--- config.mk ---
export PLATFORM = sky130hd
export DESIGN_NAME = sar_seq_ctrl
export DESIGN_NICKNAME = d
export VERILOG_FILES = /design/src/rtl/sar_seq_pkg.sv /design/src/rtl/sar_seq_trig.sv /design/src/rtl/sar_seq_win.sv /design/src/rtl/sar_seq_ctrl.sv
export SDC_FILE = /design/constraint.sdc
export NUM_CORES = 1
export LEC_CHECK = 0
export ABC_AREA = 1
export BUFFER_PORTS_ARGS = -buffer_cell sky130_fd_sc_hd__buf_2
export CORE_ASPECT_RATIO = 0.8
export CORE_MARGIN = 3
export CORE_UTILIZATION = 55
export CTS_CLUSTER_SIZE = 10
export DETAILED_ROUTE_END_ITERATION = 12
export HOLD_SLACK_MARGIN = 0.08
export PLACE_DENSITY_LB_ADDON = 0.25
export SETUP_SLACK_MARGIN = 0.05
export SYNTH_ARGS = -nofsm -noshare
export SYNTH_HDL_FRONTEND = slang
export SYNTH_HIERARCHICAL = 1
export SYNTH_SLANG_ARGS = --single-unit
--- constraint.sdc ---
create_clock -name clk -period 2.3 [get_ports clk]
set_clock_uncertainty 0.2 [all_clocks]
set_input_delay 0.23 -clock clk [delete_from_list [all_inputs] [get_ports clk]]
set_output_delay 0.23 -clock clk [all_outputs]
set_load 0.01 [all_outputs]
--- src/rtl/sar_seq_pkg.sv ---
package sar_seq_pkg;

    typedef enum logic [1:0] {
        S_IDLE  = 2'd0,
        S_TRACK = 2'd1,
        S_CONV  = 2'd2
    } sar_state_t;

    localparam logic [2:0] SRC_SOFT  = 3'b000;
    localparam logic [2:0] SRC_TMR_A = 3'b001;
    localparam logic [2:0] SRC_PIN   = 3'b010;
    localparam logic [2:0] SRC_TMR_B = 3'b011;

    localparam logic [2:0] GAIN_HALF = 3'b000;

endpackage

--- src/rtl/sar_seq_trig.sv ---
module sar_seq_trig #(
    parameter int SYNC = 2
) (
    input  logic       clk,
    input  logic       rst_n,
    input  logic       en,
    input  logic [2:0] mode,
    input  logic       sw_go,
    input  logic       tmr_a,
    input  logic       tmr_b,
    input  logic       pin_async,
    input  logic       peer_go,
    output logic       trig
);

    logic [SYNC-1:0] sync_q;
    logic            pin_prev_q;
    logic            pin_rise;
    logic            src;

    always_ff @(posedge clk or negedge rst_n) begin
        if (!rst_n) begin
            sync_q     <= '0;
            pin_prev_q <= 1'b0;
        end else begin
            sync_q     <= {sync_q[SYNC-2:0], pin_async};
            pin_prev_q <= sync_q[SYNC-1];
        end
    end

    assign pin_rise = sync_q[SYNC-1] & ~pin_prev_q;

    always_comb begin
        if (mode[2]) begin
            src = peer_go;
        end else begin
            unique case (mode[1:0])
                2'b00:   src = sw_go;
                2'b01:   src = tmr_a;
                2'b10:   src = pin_rise;
                default: src = tmr_b;
            endcase
        end
    end

    assign trig = en & src;

    AST_TRIG_GATED: assert property (@(posedge clk) disable iff (!rst_n)
        trig |-> en);

    AST_PIN_SYNCED: assert property (@(posedge clk) disable iff (!rst_n)
        pin_rise |-> $past(sync_q[SYNC-2]));

endmodule

--- src/rtl/sar_seq_win.sv ---
module sar_seq_win #(
    parameter int W = 8
) (
    input  logic [W-1:0] value,
    input  logic [W-1:0] upper,
    input  logic [W-1:0] lower,
    output logic         hit
);

    logic above_lo;
    logic below_hi;

    assign above_lo = (value >= lower);
    assign below_hi = (value <= upper);

    always_comb begin
        if (lower <= upper) hit = above_lo & below_hi;
        else                hit = above_lo | below_hi;
    end

endmodule

--- src/rtl/sar_seq_ctrl.sv ---
module sar_seq_ctrl
    import sar_seq_pkg::*;
#(
    parameter int W    = 8,
    parameter int CHW  = 3,
    parameter int GW   = 3,
    parameter int AW   = 2,
    parameter int DW   = 8,
    parameter int SYNC = 2
) (
    input  logic           clk,
    input  logic           rst_n,
    input  logic           cfg_we,
    input  logic [AW-1:0]  cfg_addr,
    input  logic [DW-1:0]  cfg_wdata,
    input  logic           tmr_a_ovf,
    input  logic           tmr_b_ovf,
    input  logic           start_pin,
    input  logic           peer_go,
    input  logic           cmp_in,
    output logic           pwr_en,
    output logic           track_en,
    output logic [CHW-1:0] chan_sel,
    output logic [GW-1:0]  gain_sel,
    output logic [W-1:0]   dac_code,
    output logic [W-1:0]   result,
    output logic           busy,
    output logic           done,
    output logic           win_irq
);

    localparam int            BW      = $clog2(W);
    localparam logic [BW-1:0] MSB_IDX = BW'(W - 1);
    localparam logic [W-1:0]  MSB_ONE = W'(1) << (W - 1);

    sar_state_t     st_q, st_d;
    logic [BW-1:0]  bit_q;
    logic [W-1:0]   sar_q, result_q, conv_val;
    logic           en_q, done_q, win_q;
    logic [2:0]     mode_q;
    logic [CHW-1:0] chan_q;
    logic [GW-1:0]  gain_q;
    logic [W-1:0]   hi_q, lo_q;

    logic           ctl_wr, en_eff, sw_go, clr_done, clr_win;
    logic [2:0]     mode_eff;
    logic           trig, hit, conv_last;
    logic           unused_bits;

    assign ctl_wr      = cfg_we && (cfg_addr == AW'(0));
    assign en_eff      = ctl_wr ? cfg_wdata[0]   : en_q;
    assign mode_eff    = ctl_wr ? cfg_wdata[3:1] : mode_q;
    assign sw_go       = ctl_wr && cfg_wdata[4];
    assign clr_done    = ctl_wr && cfg_wdata[5];
    assign clr_win     = ctl_wr && cfg_wdata[6];
    assign unused_bits = cfg_wdata[DW-1];

    // configuration registers
    always_ff @(posedge clk or negedge rst_n) begin
        if (!rst_n) begin
            en_q   <= 1'b0;
            mode_q <= SRC_SOFT;
            chan_q <= '0;
            gain_q <= GAIN_HALF;
            hi_q   <= '1;
            lo_q   <= '0;
        end else if (cfg_we) begin
            unique case (cfg_addr)
                AW'(0): begin
                    en_q   <= cfg_wdata[0];
                    mode_q <= cfg_wdata[3:1];
                end
                AW'(1): begin
                    chan_q <= cfg_wdata[CHW-1:0];
                    gain_q <= cfg_wdata[CHW+GW-1:CHW];
                end
                AW'(2):  hi_q <= cfg_wdata[W-1:0];
                default: lo_q <= cfg_wdata[W-1:0];
            endcase
        end
    end

    sar_seq_trig #(.SYNC(SYNC)) u_trig (
        .clk       (clk),
        .rst_n     (rst_n),
        .en        (en_eff),
        .mode      (mode_eff),
        .sw_go     (sw_go),
        .tmr_a     (tmr_a_ovf),
        .tmr_b     (tmr_b_ovf),
        .pin_async (start_pin),
        .peer_go   (peer_go),
        .trig      (trig)
    );

    assign conv_val = {sar_q[W-1:1], cmp_in};

    sar_seq_win #(.W(W)) u_win (
        .value (conv_val),
        .upper (hi_q),
        .lower (lo_q),
        .hit   (hit)
    );

    assign conv_last = en_eff && (st_q == S_CONV) && (bit_q == '0);

    // state register
    always_ff @(posedge clk or negedge rst_n) begin
        if (!rst_n) st_q <= S_IDLE;
        else        st_q <= st_d;
    end

    always_comb begin
        st_d = st_q;
        if (!en_eff) begin
            st_d = S_IDLE;
        end else begin
            unique case (st_q)
                S_IDLE:  if (trig) st_d = S_TRACK;
                S_TRACK: st_d = S_CONV;
                S_CONV:  if (bit_q == '0) st_d = S_IDLE;
                default: st_d = S_IDLE;
            endcase
        end
    end

    // datapath and flag registers
    always_ff @(posedge clk or negedge rst_n) begin
        if (!rst_n) begin
            sar_q    <= '0;
            bit_q    <= '0;
            result_q <= '0;
            done_q   <= 1'b0;
            win_q    <= 1'b0;
        end else begin
            unique case (st_q)
                S_TRACK: begin
                    sar_q <= MSB_ONE;
                    bit_q <= MSB_IDX;
                end
                S_CONV: begin
                    sar_q[bit_q] <= cmp_in;
                    if (bit_q != '0) begin
                        sar_q[bit_q - 1'b1] <= 1'b1;
                        bit_q               <= bit_q - 1'b1;
                    end
                end
                default: ;
            endcase
            if (conv_last) result_q <= conv_val;
            if (conv_last)     done_q <= 1'b1;
            else if (clr_done) done_q <= 1'b0;
            if (conv_last && hit) win_q <= 1'b1;
            else if (clr_win)     win_q <= 1'b0;
        end
    end

    assign pwr_en   = en_q;
    assign track_en = (st_q == S_TRACK);
    assign busy     = (st_q != S_IDLE);
    assign chan_sel = chan_q;
    assign gain_sel = gain_q;
    assign dac_code = sar_q;
    assign result   = result_q;
    assign done     = done_q;
    assign win_irq  = win_q;

    AST_TRACK_TO_MSB: assert property (@(posedge clk) disable iff (!rst_n)
        (track_en && en_eff) |=> (busy && !track_en && dac_code == MSB_ONE));
    AST_RESULT_HOLD: assert property (@(posedge clk) disable iff (!rst_n)
        !conv_last |=> $stable(result));
    AST_BUSY_HELD: assert property (@(posedge clk) disable iff (!rst_n)
        (busy && en_eff && !conv_last) |=> busy);
    AST_SHUTDOWN_IDLE: assert property (@(posedge clk) disable iff (!rst_n)
        !en_eff |=> !busy);
    AST_DONE_STICKY: assert property (@(posedge clk) disable iff (!rst_n)
        (done && !clr_done) |=> done);
    AST_WIN_STICKY: assert property (@(posedge clk) disable iff (!rst_n)
        (win_irq && !clr_win) |=> win_irq);

endmodule

==> impl_metrics.tcl <==
set metrics [dict create \
    status "complete, no violations" \
    worstPathArrival_ns 2.02 \
    layout_min_cycle_time_ns 1.981 \
    final.setup.tns_ns 0 \
    finalWorstSetupSlack_ns 0.3193 \
    grt_max_degree 30 \
    holdPathStages 3 \
    relSlewSlack 0.6153 \
    seqCellArea_mm2 0.001311 \
    start_util 0.5950 \
    syn_inst 393 \
    via_count 2636 \
    fillers 439 \
    peakVddDrop_mv 0.7196 \
    synth_top_area_share 0.3553 \
    power_frac_seq 0.380 \
    cap_violations 0 \
    seq_area_frac_synth 0.4231 \
    die_y_um 73.14 \
    cp_num_cells 12 \
    criticalPathCategory "input port to register" \
    internal_power_w 0.002067 \
    crit_path_end_kind "register" \
    drive_gt1_frac 0.1871 \
    grt_overflow 0 \
    antenna_found_initial 0 \
    wl_per_cell_um 13.10 \
    timing.fmax_ghz 0.5049 \
    min_path_type "input port to register" \
    power.density_mw_per_mm2 1033 \
    area_growth_pct 15.50 \
    wl_met2_um 3106 \
    routed_wl_um 6865 \
    cp_cell_sequence "dlygate4sd3_1 > buf_2 > inv_1 > o21ai_1 > nand2_1 > nand3_1 > nand2_1 > a21oi_2 > inv_1 > a21oi_1 > nor2_1 > nor2_1" \
    reg2reg_from "hi_q[3]$_DFFE_PN1P_" \
    crit_buf_inv 4 \
    synth_top_cell_by_area "dfrtp_1" \
    drt-met1-wl_um 3342 \
    hold_end "gain_sel[0]$_DFFE_PN0P_" \
    core_area_mm2 0.005209 \
    grt_pass1_vias 2510 \
    num-nets-final 496 \
    p_clk_frac 0.146 \
    cp-start-kind "input port" \
    finalSetupViolCount 0 \
    num_antenna_cells 0 \
    pwr-share-comb 0.474 \
    top_layer_used "met4" \
    synth_cell_types 27 \
    synthTopCellsByArea "dfrtp_1 (36%), nand2_1 (15%), ha_1 (12%)" \
    fp.dieW_um 89.93 \
    min-delay-start "cfg_wdata[3]" \
    hold_slack_ns 0.1044 \
    fin_cells 524 \
    clock_sinks 52 \
    r2r-end "win_irq$_DFFE_PN0P_" \
    cts_made_buffers 5 \
    path_max_fanout 4 \
    dpl.cell_count 506 \
    drt_iter0_drc 153 \
    die_area_mm2 0.006577 \
    rows 23 \
    synthArstFlopShare 1.000 \
    clk_latency_ns 0.30 \
    multi_input_area_mm2 0.001490 \
    drt-pass1-iter-count 5 \
    ant_nets 0 \
    cts_root_buf "clkbuf_8" \
    rsz0062_at_grt "no" \
    drc 0 \
    leakage_nw 2.009 \
    cts_tree "done" \
    dpl.hpwl_um 5194 \
    cp_slowest_cell "dlygate4sd3_1" \
    synth_nets 441 \
    synthesis.area_mm2 0.003099 \
    p_sw_frac 0.4413 \
    critPathTopFamily "buffers and inverters" \
    drv_slew 0 \
    synth_edf_count 0 \
    r2r_cells 13 \
    dpl_worst_slack_ns 0.1920 \
    syn_avg_cell_area_um2 7.886 \
    power_switching_w 0.001632 \
    htree_levels 2 \
    grt_pass1_wl_um 11760 \
    ioPinCount 45 \
    grt.total_usage 0.2242 \
    avgViaCountPerCell 5.031 \
    gp_congestion 0.8768 \
    r2r_setup_slack_ns 0.38 \
    io_buffers 44 \
    cp.required_ns 2.34 \
    ys_ff_latch 52 \
    clockBufferDepth 2 \
    ys_warn_count 6 \
    dr_wl_met3_um 339 \
    post-route-period-util 0.8612 \
    final-hold-violation-count 0 \
    synth_ff_type "dfrtp_1" \
    clkSlewWorstSetupHoldPaths_ns 0.09 \
    worst_pin_slew_ns 0.5771 \
    slowest_delay_ns 0.52 \
]
-- synth_stat cells (2+ instances only) --
cell type    n
o21ai_0     35
ha_1        30
nand3_1     17
inv_1       62
a21oi_2      2
buf_2        4
nor2_2       4
a21oi_1     12
dfstp_2      8
nand3_4      2
buf_6        2
nor2_1      20
o21ai_2      9
inv_2        2
nand4_1      6
dfrtp_1     44
nand2_1    124
-- kinds of logic (layout without fill, tap and decap cells) --
group / after synthesis / after routing / synth area share
and+or+nand+nor: 177 / 177 / 0.2434
buffers and inverters: 72 / 128 / 0.09608
AOI/OAI and AO/OA: 62 / 62 / 0.1163
DFF: 52 / 52 / 0.4231
adders and majority gates: 30 / 30 / 0.1211
-- cell type report --
| class | count | area share |
|---|---|---|
| multi-input combinational | 269 | 0.4163 |
| inverter | 65 | 0.07026 |
| tap | 75 | 0.02621 |
| clock buffer | 6 | 0.02307 |
| clock inverter | 2 | 0.002796 |
| timing repair buffer | 55 | 0.09507 |
| sequential | 52 | 0.3663 |
-- worst max path at each step --
stage,slack [ns],to,from
finish,0.32,st_q[1]$_DFFE_PN0P_,cfg_wdata[1]
global route,0.12,st_q[0]$_DFFE_PN0P_,cfg_wdata[1]
CTS,0.21,st_q[1]$_DFFE_PN0P_,cfg_wdata[1]
detailed placement,0.19,st_q[1]$_DFFE_PN0P_,cfg_addr[1]
global placement,0.37,st_q[0]$_DFFE_PN0P_,cfg_addr[1]
floorplan,0.56,win_irq$_DFFE_PN0P_,hi_q[7]$_DFFE_PN1P_
-- what timing repair did --
| action | 4_1_cts | 5_1_grt |
|---|---|---|
| resized for setup | 0 | 1 |
| setup buffers | 0 | 0 |
| endpoints found under the hold margin | 34 | 0 |
| endpoints found under the setup margin | 0 | 2 |
| hold buffers | 10 | 0 |
-- flip-flops by register name (all words and copies together), names as in the netlist --
| register | cells |
|---|---|
| result | 8 |
| done | 1 |
| u_trig/pin_prev_q | 1 |
| lo_q | 8 |
| chan_sel | 3 |
| dac_code | 8 |
| bit_q | 3 |
| pwr_en | 1 |
| u_trig/sync_q | 2 |
| hi_q | 8 |
| gain_sel | 3 |
| st_q | 2 |
| win_irq | 1 |
| mode_q | 3 |
-- layer usage --
metal	up-vias	track usage
met5	-	0
met4	0	0.06961
met3	8	0.04021
met2	70	0.3550
met1	1202	0.3183
li1	1356	-
-- power by group through the flow --
| stage | clock, W | sequential (W) | combinational, W |
|---|---|---|---|
| 2_1_floorplan | 0 | 0.00139 | 0.00124 |
| 3_3_place_gp | 0 | 0.00141 | 0.00164 |
| 3_5_place_dp | 0 | 0.00142 | 0.00171 |
| 4_1_cts | 0.000559 | 0.00141 | 0.00174 |
| 5_1_grt | 0.000598 | 0.00145 | 0.00200 |
| 6_report | 0.000540 | 0.00141 | 0.00175 |
-- worst reg2reg max path, cell delays in order, from the launching register on --
cell     delay (ns)
dfstp_2        0.55
inv_1          0.06
ha_1           0.29
nand2_1        0.05
inv_1          0.07
nand2_1        0.06
nand2_1        0.06
nand2_1        0.06
nand2_1        0.06
nand2_1        0.06
o21ai_1        0.11
nand2_1        0.08
inv_1          0.07
o21ai_2        0.05
-- cell usage in the layout, fill, tap and decap left out, types with 9 or more instances in the layout --
master / n
ha_1: 30
nand2_1: 124
nor2_1: 20
o21ai_2: 9
a21oi_1: 12
nand3_1: 17
buf_2: 44
inv_1: 62
dfrtp_1: 44
o21ai_0: 34
dlygate4sd3_1: 10
-- stage by stage --
stage	total power (W)	utilization	area (µm²)
2_1_floorplan	0.002630	-	3099
3_3_place_gp	0.003048	0.6503	3387
3_5_place_dp	0.003135	0.6503	3387
4_1_cts	0.003707	0.6872	3580
5_1_grt	0.004041	0.6872	3580
6_report	0.003699	0.6872	3580
Note: power is estimated with default switching activity, not from simulation.
